$ cat config.mk
export PLATFORM = sky130hd
export DESIGN_NAME = sdiv_norm
export DESIGN_NICKNAME = d
export VERILOG_FILES = /design/src/rtl/sdiv_pkg.sv /design/src/rtl/sdiv_absval.sv /design/src/rtl/sdiv_signfix.sv /design/src/rtl/sdiv_iter.sv /design/src/rtl/sdiv_norm.sv
export SDC_FILE = /design/constraint.sdc
export NUM_CORES = 1
export LEC_CHECK = 0
export ABC_AREA = 1
export CAP_MARGIN = 20
export CORE_MARGIN = 2
export CORE_UTILIZATION = 25
export CTS_BUF_LIST = sky130_fd_sc_hd__clkbuf_8
export DETAILED_ROUTE_END_ITERATION = 12
export HOLD_SLACK_MARGIN = 0.12
export PLACE_DENSITY_LB_ADDON = 0.15
export SLEW_MARGIN = 20
export SYNTH_ARGS = -nofsm -noshare
export SYNTH_HDL_FRONTEND = slang
export SYNTH_HIERARCHICAL = 1
export SYNTH_SLANG_ARGS = --single-unit
$ cat constraint.sdc
create_clock -name clk -period 5.3 [get_ports clk]
set_input_delay 1.06 -clock clk [delete_from_list [all_inputs] [get_ports clk]]
set_output_delay 1.06 -clock clk [all_outputs]
set_load 0.02 [all_outputs]
$ cat src/rtl/sdiv_pkg.sv
package sdiv_pkg;
  typedef enum logic [1:0] {
    ST_IDLE = 2'd0,
    ST_JUST = 2'd1,
    ST_LOOP = 2'd2,
    ST_FIN  = 2'd3
  } sdiv_state_e;
endpackage

$ cat src/rtl/sdiv_absval.sv
// Magnitude of a two's-complement value via sign mask: (x ^ m) - m.
module sdiv_absval #(
  parameter int W = 32
) (
  input  logic [W-1:0] val,
  output logic         neg,
  output logic [W-1:0] mag
);
  logic [W-1:0] mask;
  assign neg  = val[W-1];
  assign mask = {W{val[W-1]}};
  assign mag  = (val ^ mask) - mask;
endmodule

$ cat src/rtl/sdiv_signfix.sv
// Applies a sign to an unsigned magnitude using the same mask trick.
module sdiv_signfix #(
  parameter int W = 32
) (
  input  logic [W-1:0] mag,
  input  logic         neg,
  output logic [W-1:0] val
);
  logic [W-1:0] mask;
  assign mask = {W{neg}};
  assign val  = (mag ^ mask) - mask;
endmodule

$ cat src/rtl/sdiv_iter.sv
// Alignment phase followed by restoring shift-subtract loop on magnitudes.
module sdiv_iter
  import sdiv_pkg::*;
#(
  parameter int W = 32
) (
  input  logic         clk,
  input  logic         rst_n,
  input  logic         load,
  input  logic [W-1:0] dvd_mag,
  input  logic [W-1:0] dvs_mag,
  output logic         busy,
  output logic         fin,
  output logic         zero_dvs,
  output logic [W-1:0] q_mag,
  output logic [W-1:0] r_mag
);
  sdiv_state_e  st, st_n;
  logic [W-1:0] rem, rem_n;
  logic [W-1:0] dv, dv_n;
  logic [W-1:0] orig, orig_n;
  logic [W-1:0] q, q_n;
  logic         dz_r, dz_n;
  logic         adv;
  logic         ge;

  assign adv = (st != ST_IDLE) || load;
  assign ge  = (rem >= dv);

  always_comb begin
    st_n   = st;
    rem_n  = rem;
    dv_n   = dv;
    orig_n = orig;
    q_n    = q;
    dz_n   = dz_r;
    case (st)
      ST_IDLE: begin
        if (load) begin
          rem_n  = dvd_mag;
          dv_n   = dvs_mag;
          orig_n = dvs_mag;
          q_n    = '0;
          dz_n   = (dvs_mag == '0);
          st_n   = (dvs_mag == '0) ? ST_FIN : ST_JUST;
        end
      end
      ST_JUST: begin
        if (dv <= (rem >> 1)) dv_n = dv << 1;
        else                  st_n = ST_LOOP;
      end
      ST_LOOP: begin
        if (ge) rem_n = rem - dv;
        q_n = {q[W-2:0], ge};
        if (dv == orig) st_n = ST_FIN;
        else            dv_n = dv >> 1;
      end
      default: st_n = ST_IDLE;
    endcase
  end

  always_ff @(posedge clk or negedge rst_n) begin
    if (!rst_n) begin
      st   <= ST_IDLE;
      rem  <= '0;
      dv   <= '0;
      orig <= '0;
      q    <= '0;
      dz_r <= 1'b0;
    end else if (adv) begin
      st   <= st_n;
      rem  <= rem_n;
      dv   <= dv_n;
      orig <= orig_n;
      q    <= q_n;
      dz_r <= dz_n;
    end
  end

  assign busy     = (st != ST_IDLE);
  assign fin      = (st == ST_FIN);
  assign zero_dvs = dz_r;
  assign q_mag    = q;
  assign r_mag    = rem;
endmodule

$ cat src/rtl/sdiv_norm.sv
module sdiv_norm #(
  parameter int W = 32
) (
  input  logic         clk,
  input  logic         rst_n,
  input  logic         start,
  input  logic [W-1:0] dividend,
  input  logic [W-1:0] divisor,
  output logic         busy,
  output logic         done,
  output logic         div_by_zero,
  output logic [W-1:0] quotient,
  output logic [W-1:0] remainder
);
  logic         neg_a, neg_b;
  logic [W-1:0] mag_a, mag_b;
  logic         sa_q, sb_q;
  logic         load;
  logic         fin, zero_dvs;
  logic [W-1:0] q_mag, r_mag;
  logic [W-1:0] q_fix, r_fix;

  sdiv_absval #(.W(W)) i_abs_a (.val(dividend), .neg(neg_a), .mag(mag_a));
  sdiv_absval #(.W(W)) i_abs_b (.val(divisor),  .neg(neg_b), .mag(mag_b));

  assign load = start && !busy;

  always_ff @(posedge clk or negedge rst_n) begin
    if (!rst_n) begin
      sa_q <= 1'b0;
      sb_q <= 1'b0;
    end else if (load) begin
      sa_q <= neg_a;
      sb_q <= neg_b;
    end
  end

  sdiv_iter #(.W(W)) i_iter (
    .clk(clk), .rst_n(rst_n), .load(load),
    .dvd_mag(mag_a), .dvs_mag(mag_b),
    .busy(busy), .fin(fin), .zero_dvs(zero_dvs),
    .q_mag(q_mag), .r_mag(r_mag)
  );

  sdiv_signfix #(.W(W)) i_fix_q (.mag(q_mag), .neg(sa_q ^ sb_q), .val(q_fix));
  sdiv_signfix #(.W(W)) i_fix_r (.mag(r_mag), .neg(sa_q),        .val(r_fix));

  always_ff @(posedge clk or negedge rst_n) begin
    if (!rst_n) begin
      done <= 1'b0;
    end else begin
      done <= fin;
    end
  end

  always_ff @(posedge clk or negedge rst_n) begin
    if (!rst_n) begin
      quotient    <= '0;
      remainder   <= '0;
      div_by_zero <= 1'b0;
    end else if (fin) begin
      quotient    <= q_fix;
      remainder   <= r_fix;
      div_by_zero <= zero_dvs;
    end
  end
endmodule

==> results summary, run 1 <==
The run finished with clean final reports. The number of cells upsized or downsized after cts is 0. The number of placement rows is between 100 and 150. The overall via count from detail_route came out at 23600.

The count of antenna-violating nets left after detailed routing is 0. The data arrival time at the worst-slack endpoint came out at approximately 4.2 ns. The worst slew margin relative to its limit is 34.0%. STA classifies the critical path startpoint as an input pin. The top metal layer carrying routed signals is met4.

Dividing the detail-routed wire length by the instance count gives 14.8 um. The combinational share of power came out at 77.5%. The termination of the worst setup path is i_iter/st[1]$_DFFE_PN0P_.

The routability congestion estimate is about 0.86. The fraction of registers with async set/reset came out at 100%. The number of pins exceeding their max-slew limit in the final report is 0. Among all flip-flop cells after synthesis, the most frequent one is dfrtp_1. The number of global-route vias before repair is 22800. In this run the critical register-to-register path is captured at quotient[28]$_DFFE_PN0P_. In this run, distinct cell masters in the synthesized netlist total 50. The cell chosen for the clock root is clkbuf_8.

STA classifies the critical path endpoint as a flip-flop. The share of the synthesized area in the top cell type came out at 24.7%. The layout net count came out at about 4400. The count of input and output buffers is 133. The slew at the pin with the worst max-slew slack is 0.990 ns. The depth of the worst register-to-register path is 14.

After legalization and detailed placement, the total HPWL measured 67400 um. Setup repair after global routing left no endpoint under its margin. After synthesis the cells add up to 24700 um2.

The switching fraction of total power came out at 60.0%. Hold timing on the final database bottoms out at a slack of 0.477 ns. The sequential-to-total area share from yosys stat is 20.1%. The number of warning messages in the yosys log is 6. The area occupied by multi-input gates came out at 16300 um2. The number of post-CTS setup repair buffers came out at 0.

The met3 wire length came out at about 1800 um. For this design, the sink count on the clock tree is 199. In this run the count of I/O pins placed on the die edge is about 130.

The total count of hold-check failures in the final report came to 0. The starting density of the core is 25.2%. The average footprint of a synthesized cell is approximately 6.0 um2.

Synthesis produced a netlist with a net count of 4347. The number of buffers created by CTS came out at 17. The area growth from synthesis to layout came out at 11.1%. The floorplan die area is 101000 um2. Synthesis produced a netlist whose cell count is 4091. The number of flops mapped to enable cells by yosys came out at 0. The region available for standard cell placement spans slightly below 100000 um2. Once layout is complete, the utilization of the core stands at around 28%. By area the synthesized netlist is led by nand2_1, dfrtp_1, inv_1. The leakage dissipation is 0.0146 uW. The worst setup path category is input pin to flip-flop. The max-cap violation count came out at 0. The library cell used most frequently in the layout, excluding fill and tap cells, is nand2_1. The met1 layer wirelength in the final routing came out at 39900 um. Leaving out fill and tap cells, the most frequent cells in the layout are nand2_1, inv_1, nand3_1, o21ai_0, dfrtp_1. In the finished design, the share of the clock period the worst path needs comes to 69.3%. Setup violations remaining at the end of the flow were counted as 0. Registers are responsible for 16.6% of the overall power. The register area came out at between 4000 and 5000 um2. The startpoint identified for the worst register-to-register timing path is sa_q$_DFFE_PN0P_. The remaining global-route overflow is 0.

The setup slack on the worst flop-to-flop path came out at 1.89 ns. Entering global routing, the biggest net connects 101 pins. For the worst setup path, the data required time is roughly 5.8 ns. The maximum clock insertion buffer count came out at 2. The net load switching power came out at 10500 uW. In this run the worst path has a maximum fanout of 56. The cell internal power dissipation is 7020 uW.

The share of final-layout standard cells stronger than drive strength 1 came out at under 10%. In the routed layout, each cell is associated on average with a via count of 4.32. TritonCTS built the clock tree. The die is 318 um tall.

In this run the horizontal extent of the chip is around 320 um. Of all cell types, the one taking the most synthesized area is nand2_1. The met2 layer wire length in the routed design came out at around 38000 um. The clock network latency to the later pin of the worst-skew pair is between 0.5 and 0.6 ns.

The number of fillers in the final layout is 11300. The global-route wire length before repair is 130000 um. The startpoint of the most critical setup path is divisor[31].

Counting I/O delays and the setup requirement, the final critical path takes between 3 and 4 ns. The DRC violation count after routing is 0. After the first detailed-routing iteration, the DRC count stood at around 1300. The initial antenna violation count came out at 1. The clock network fraction of total power is 5.8%. The number of hold buffers added after CTS was 0.

The total negative slack came out at 0 ns. The largest clock skew in the final design came out at 0.0367 ns. For this run, the top clock speed supported by timing is 272 MHz. The routed wire length came out at 81000 um. The depth of the CTS H-tree came out at 4. The register bit total from synthesis came out at 199. The largest vdd supply drop is about 0.48 mV. The overall global routing resource usage is 16.0%. The clock input transition at the sequential cells of the worst setup and hold paths came out at 0.12 ns. The length of the first detailed-routing pass in iterations is 8. The tightest min-delay check is of the input pin to asynchronous set/reset pin type.

The power density normalized to cell area came out at 639 nW/um2.
[metrics by stage]
step           setup WS (ns)  power, uW  area (um2)  instances
2_1_floorplan           1.66      12900       24700       4091
3_3_place_gp            1.07      16700       27100       5431
3_5_place_dp            1.04      16700       27100       5431
4_1_cts                 1.68      17800       27500       5463
5_1_grt                 1.30      19700       27500       5465
6_report                1.63      17600       27500       5465
[critical path: stages]
cell,delay (ns)
buf_4,0.12
inv_4,0.41
ha_1,0.37
xor2_1,0.43
nand4_1,0.32
nor3_2,0.23
nand2_1,0.13
nand3_1,0.11
nand2_1,0.07
inv_1,0.08
nand4_1,0.13
nor2_1,0.16
nand2_1,0.09
nor2_1,0.11
nand2_1,0.06
a21oi_1,0.13
nand3_1,0.09
nand2_1,0.07
[how the worst min path moves through the flow]
stage,endpoint,slack [ns],cells past startpoint
after floorplan,i_iter/zero_dvs$_DFFE_PN0P_,0.45,2
after global placement,i_iter/dv[7]$_DFFE_PN0P_,0.49,2
after detailed placement,i_iter/dv[7]$_DFFE_PN0P_,0.50,2
after CTS,remainder[5]$_DFFE_PN0P_,0.48,1
after global routing,remainder[2]$_DFFE_PN0P_,0.51,1
final,remainder[2]$_DFFE_PN0P_,0.48,1
[synth_stat cells (3+ instances only)]
cell,instances
a21boi_0,3
a21oi_1,92
and2_1,18
buf_12,6
buf_2,12
buf_4,21
buf_6,22
buf_8,3
clkbuf_1,30
dfrtp_1,199
ha_1,188
inv_1,715
inv_2,15
inv_4,5
mux2_2,6
nand2_1,1626
nand2_2,50
nand3_1,268
nand3_2,4
nand3b_1,8
nand4_1,44
nor2_1,196
nor2_2,33
nor2b_1,4
nor3_1,9
nor3_2,15
nor4_1,4
o21a_1,6
o21ai_0,199
o21ai_1,10
o21bai_1,14
o221ai_1,30
o22ai_1,34
or2_1,6
or2_2,3
xnor2_1,67
xor2_1,80
xor2_2,12
xor2_4,20
[registers in the layout, summed over array words and instances, names as in the netlist, 2 cells and up]
register and cells:
i_iter/st 2, i_iter/r_mag 32, i_iter/q_mag 32, i_iter/dv 32, remainder 32, i_iter/orig 32, quotient 32
[cells by family (layout without fill, tap and decap cells)]
logic type / Yosys count / in the layout / share of synthesized area, %
AOI/OAI and AO/OA: 393 / 393 / 8.91
DFF: 199 / 199 / 20.1
xor gates and xnor gates: 179 / 179 / 8.22
buffers and inverters: 832 / 918 / 14.3
muxes: 6 / 6 / 0.273
and+or+nand+nor: 2293 / 2293 / 38.6
adders and majority gates: 189 / 189 / 9.60
other: 0 / 1 / 0
[metal layers]
layer	global-route usage, %	vias up
met5	0	-
met4	3.02	0
met3	1.67	48
met2	27.6	246
met1	21.7	10500
li1	-	12800
[power groups by stage]
| stage | clock (uW) | sequential (uW) | combinational [uW] |
|---|---|---|---|
| after global routing | 1160 | 3020 | 15500 |
| after detailed placement | 0 | 2990 | 13700 |
| after CTS | 1100 | 2960 | 13800 |
| after global placement | 0 | 2990 | 13700 |
| after floorplan | 0 | 2850 | 10100 |
| final | 1020 | 2920 | 13600 |
[area by class of cell]
type | count | area share (%)
Clock inverter | 13 | 0.474
Sequential cell | 199 | 18.1
Tap cell | 1287 | 5.86
Timing Repair Buffer | 149 | 5.31
Inverter | 737 | 10.1
Clock buffer | 19 | 0.952
Multi-Input combinational cell | 3060 | 59.1
Antenna cell | 1 | 0.00911
(Power assumes the default switching activity.)
==> run 2, diff against run 1 <==
Clock period 5.3 ns to 3.21 ns, I/O delays scaled along.
==> results summary, run 2 (synthesized netlist as in run 1, its figures left out) <==
The peak per-stage delay on the critical path came to 0.57 ns (+0.14 ns). The critical path buffer and inverter count was 3 (unchanged). The total I/O pin count came to 134 (unchanged). The initial detailed-routing violation count is 1283 (+1.4%). The clock network latency to the later pin of the worst-skew pair is 0.56 ns (about the same). The slew at the pin with the worst max-slew slack came out at 0.663 ns (-0.326 ns). The largest vdd supply drop came out at 0.504 mV (+5.8%). The core region area is 98100 um2 (unchanged). The leakage dissipation came to 0.0155 uW (+6.4%). The depth of the CTS H-tree came out at 4 (unchanged). The overall global routing resource usage came out at 16.4% (+0.36 points). The count of input and output buffers came to 133 (unchanged). The number of global-route vias before repair was 23500 (+3.1%).

In this run the worst hold path is classified as flip-flop to flip-flop. The layout net count is 4597 (+4.0%). The number of placement rows came out at 115 (unchanged).

The clock input transition at the sequential cells of the worst setup and hold paths came out at 0.12 ns (about the same). The number of clock sinks seen by CTS was 199 (unchanged). The cell chosen for the clock root is clkbuf_8.

The routed wire length is 83200 um (+2.7%). The final setup violation count is 0 (unchanged). The largest clock skew in the final design is 0.0257 ns (-0.0110 ns). The count of antenna-violating nets left after detailed routing was 0 (unchanged).

The library cell used most frequently in the layout, excluding fill and tap cells, is nand2_1. TritonCTS built the clock tree. The time the worst path needs with I/O delays and setup came out at 2.90 ns. The worst slew margin relative to its limit came out at 55.7% (+22 points).

The DRC violation count after routing is 0 (unchanged). The largest net degree at the start of global routing came to 107 (+5.9%). The kind of cell with the highest combined delay along the critical path is simple AND/OR/NAND/NOR gates.

The post-detailed-route wirelength per cell came out at 14.7 um (-0.57%). The critical path in this run is classified as flip-flop to flip-flop. The number of vias per cell was 4.31 (-0.32%). The maximum clock insertion buffer count came out at 2 (unchanged).

Setup repair after global routing left no endpoint under its margin. STA classifies the critical path endpoint as a flip-flop. The critical path startpoint category is a flip-flop. The number of pins exceeding their max-slew limit in the final report came out at 0 (unchanged).

The total power of the final layout came to 29900 uW (+70%). The number of buffers created by CTS is 17 (unchanged). The height of the die was 318 um (unchanged). The share of the clock period used by the worst path is roughly 90%. The least setup slack across all paths after layout came out at 0.314 ns (-1.31 ns). The post-route core utilization is 29.6% (+1.6 points). The routability congestion estimate is 0.866 (+0.63%). The data arrival time at the worst-slack endpoint is 3.39 ns (-0.79 ns).

The remaining global-route overflow came out at 0 (unchanged). The run finished with clean final reports. The worst slack at placement is -0.294 ns (-1.33 ns). On the critical path, the stage with the largest delay is an instance of dfrtp_4. The total count of hold-check failures in the final report is 0 (unchanged). The floorplan die area was 101000 um2 (unchanged).

The overall via count from detail_route is 24300 (+2.9%). The power density normalized to cell area is 1030 nW/um2 (+61%). The starting density of the core is 25.2% (unchanged).

The worst path required time was 3.71 ns (-2.10 ns). The length of the first detailed-routing pass in iterations is 5 (-3). In the layout the commonest cells are nand2_1, inv_1, nand3_1, o21ai_0, dfrtp_1. The area growth from synthesis to layout is 17.5%.

The critical path goes through xor2_4, inv_4, buf_4, ha_1, inv_1, nand2_1, nand2_1, nand2_1, nor2_1, nand2_1, nor2_1, nand2_1, nand3b_1, nand2_1, nand2_1, nand2_1, o21ai_0. By instance count, the cell type seen most on the critical path is nand2_1. The share of final-layout standard cells stronger than drive strength 1 came to 9.35% (+4.0 points). The initial antenna violation count is 1 (unchanged).

The number of post-CTS setup repair buffers was 0 (unchanged). The max-cap violation count is 0 (unchanged). The final HPWL from detailed placement came out at 69800 um (+3.6%). The overall die width was 318 um (unchanged). Based on the critical path, the design can be clocked at up to 345 MHz.

The largest driver fanout on the critical path is 16 (-71%). The global-route wire length before repair is 132000 um (+2.2%).
==> run 2: repair_timing <==
item                                    CTS  global route
endpoints found under the hold margin    44             0
hold buffers                              1             0
endpoints found under the setup margin    0             4
gates resized for setup                   0             7
==> run 2: where the power goes <==
part / switching, uW / internal [uW]
Clock: 1130 / 673
Combinational: 15300 / 8080
Sequential: 1180 / 3520
==> run 2: layer usage <==
metal / up-vias / track usage [%] / share of wire (%) / wire length [um]
li1: 13100 / - / - / -
met1: 10800 / 22.5 / 49 / 40600
met2: 297 / 27.8 / 47 / 39100
met3: 54 / 1.73 / 2.8 / 2310
met4: 0 / 3.35 / 1.3 / 1110
met5: - / 0 / 0 / 0
==> run 2: area by class of cell <==
class | instances | area (um2)
clock buffer | 17 | 234
multi-input combinational | 3060 | 16300
tap | 1287 | 1610
clock inverter | 15 | 194
antenna | 1 | 2.50
timing repair buffer | 326 | 2960
sequential | 199 | 4980
inverter | 737 | 2780
fill | 11200 | 69100
==> run 2: worst register-to-register path, cell delays in order (launching register included) <==
cell and delay (ns):
dfrtp_4 0.57, xor2_4 0.21, inv_4 0.14, buf_4 0.25, ha_1 0.28, inv_1 0.06
nand2_1 0.04, nand2_1 0.28, nand2_1 0.12, nor2_1 0.23, nand2_1 0.12, nor2_1 0.10
nand2_1 0.09, nand3b_1 0.10, nand2_1 0.05, nand2_1 0.06, nand2_1 0.05, o21ai_0 0.08
==> run 2: stage by stage <==
| stage | hold WS, ns | TNS, ns | instances | cell area, um2 |
|---|---|---|---|---|
| global route | 0.501 | 0 | 5642 | 29100 |
| CTS | 0.478 | 0 | 5641 | 29000 |
| global placement | 0.486 | -0.549 | 5608 | 28600 |
| floorplan | 0.346 | 0 | 4091 | 24700 |
| finish | 0.520 | 0 | 5642 | 29100 |
| detailed placement | 0.496 | -0.527 | 5608 | 28600 |
==> run 2: path summary, 6_finish.rpt <==
kind,from,endpoint,slack (ns),cells past startpoint
max in group asynchronous,rst_n,i_iter/r_mag[31]$_DFFE_PN0P_,1.83,3
worst min-delay path,i_iter/orig[7]$_DFFE_PN0P_,i_iter/orig[7]$_DFFE_PN0P_,0.52,2
worst max register to register,sa_q$_DFFE_PN0P_,quotient[26]$_DFFE_PN0P_,0.31,17
min in group asynchronous,rst_n,remainder[0]$_DFFE_PN0P_,0.58,2
worst min register to register,i_iter/orig[7]$_DFFE_PN0P_,i_iter/orig[7]$_DFFE_PN0P_,0.52,2
worst max-delay path,sa_q$_DFFE_PN0P_,quotient[26]$_DFFE_PN0P_,0.31,17
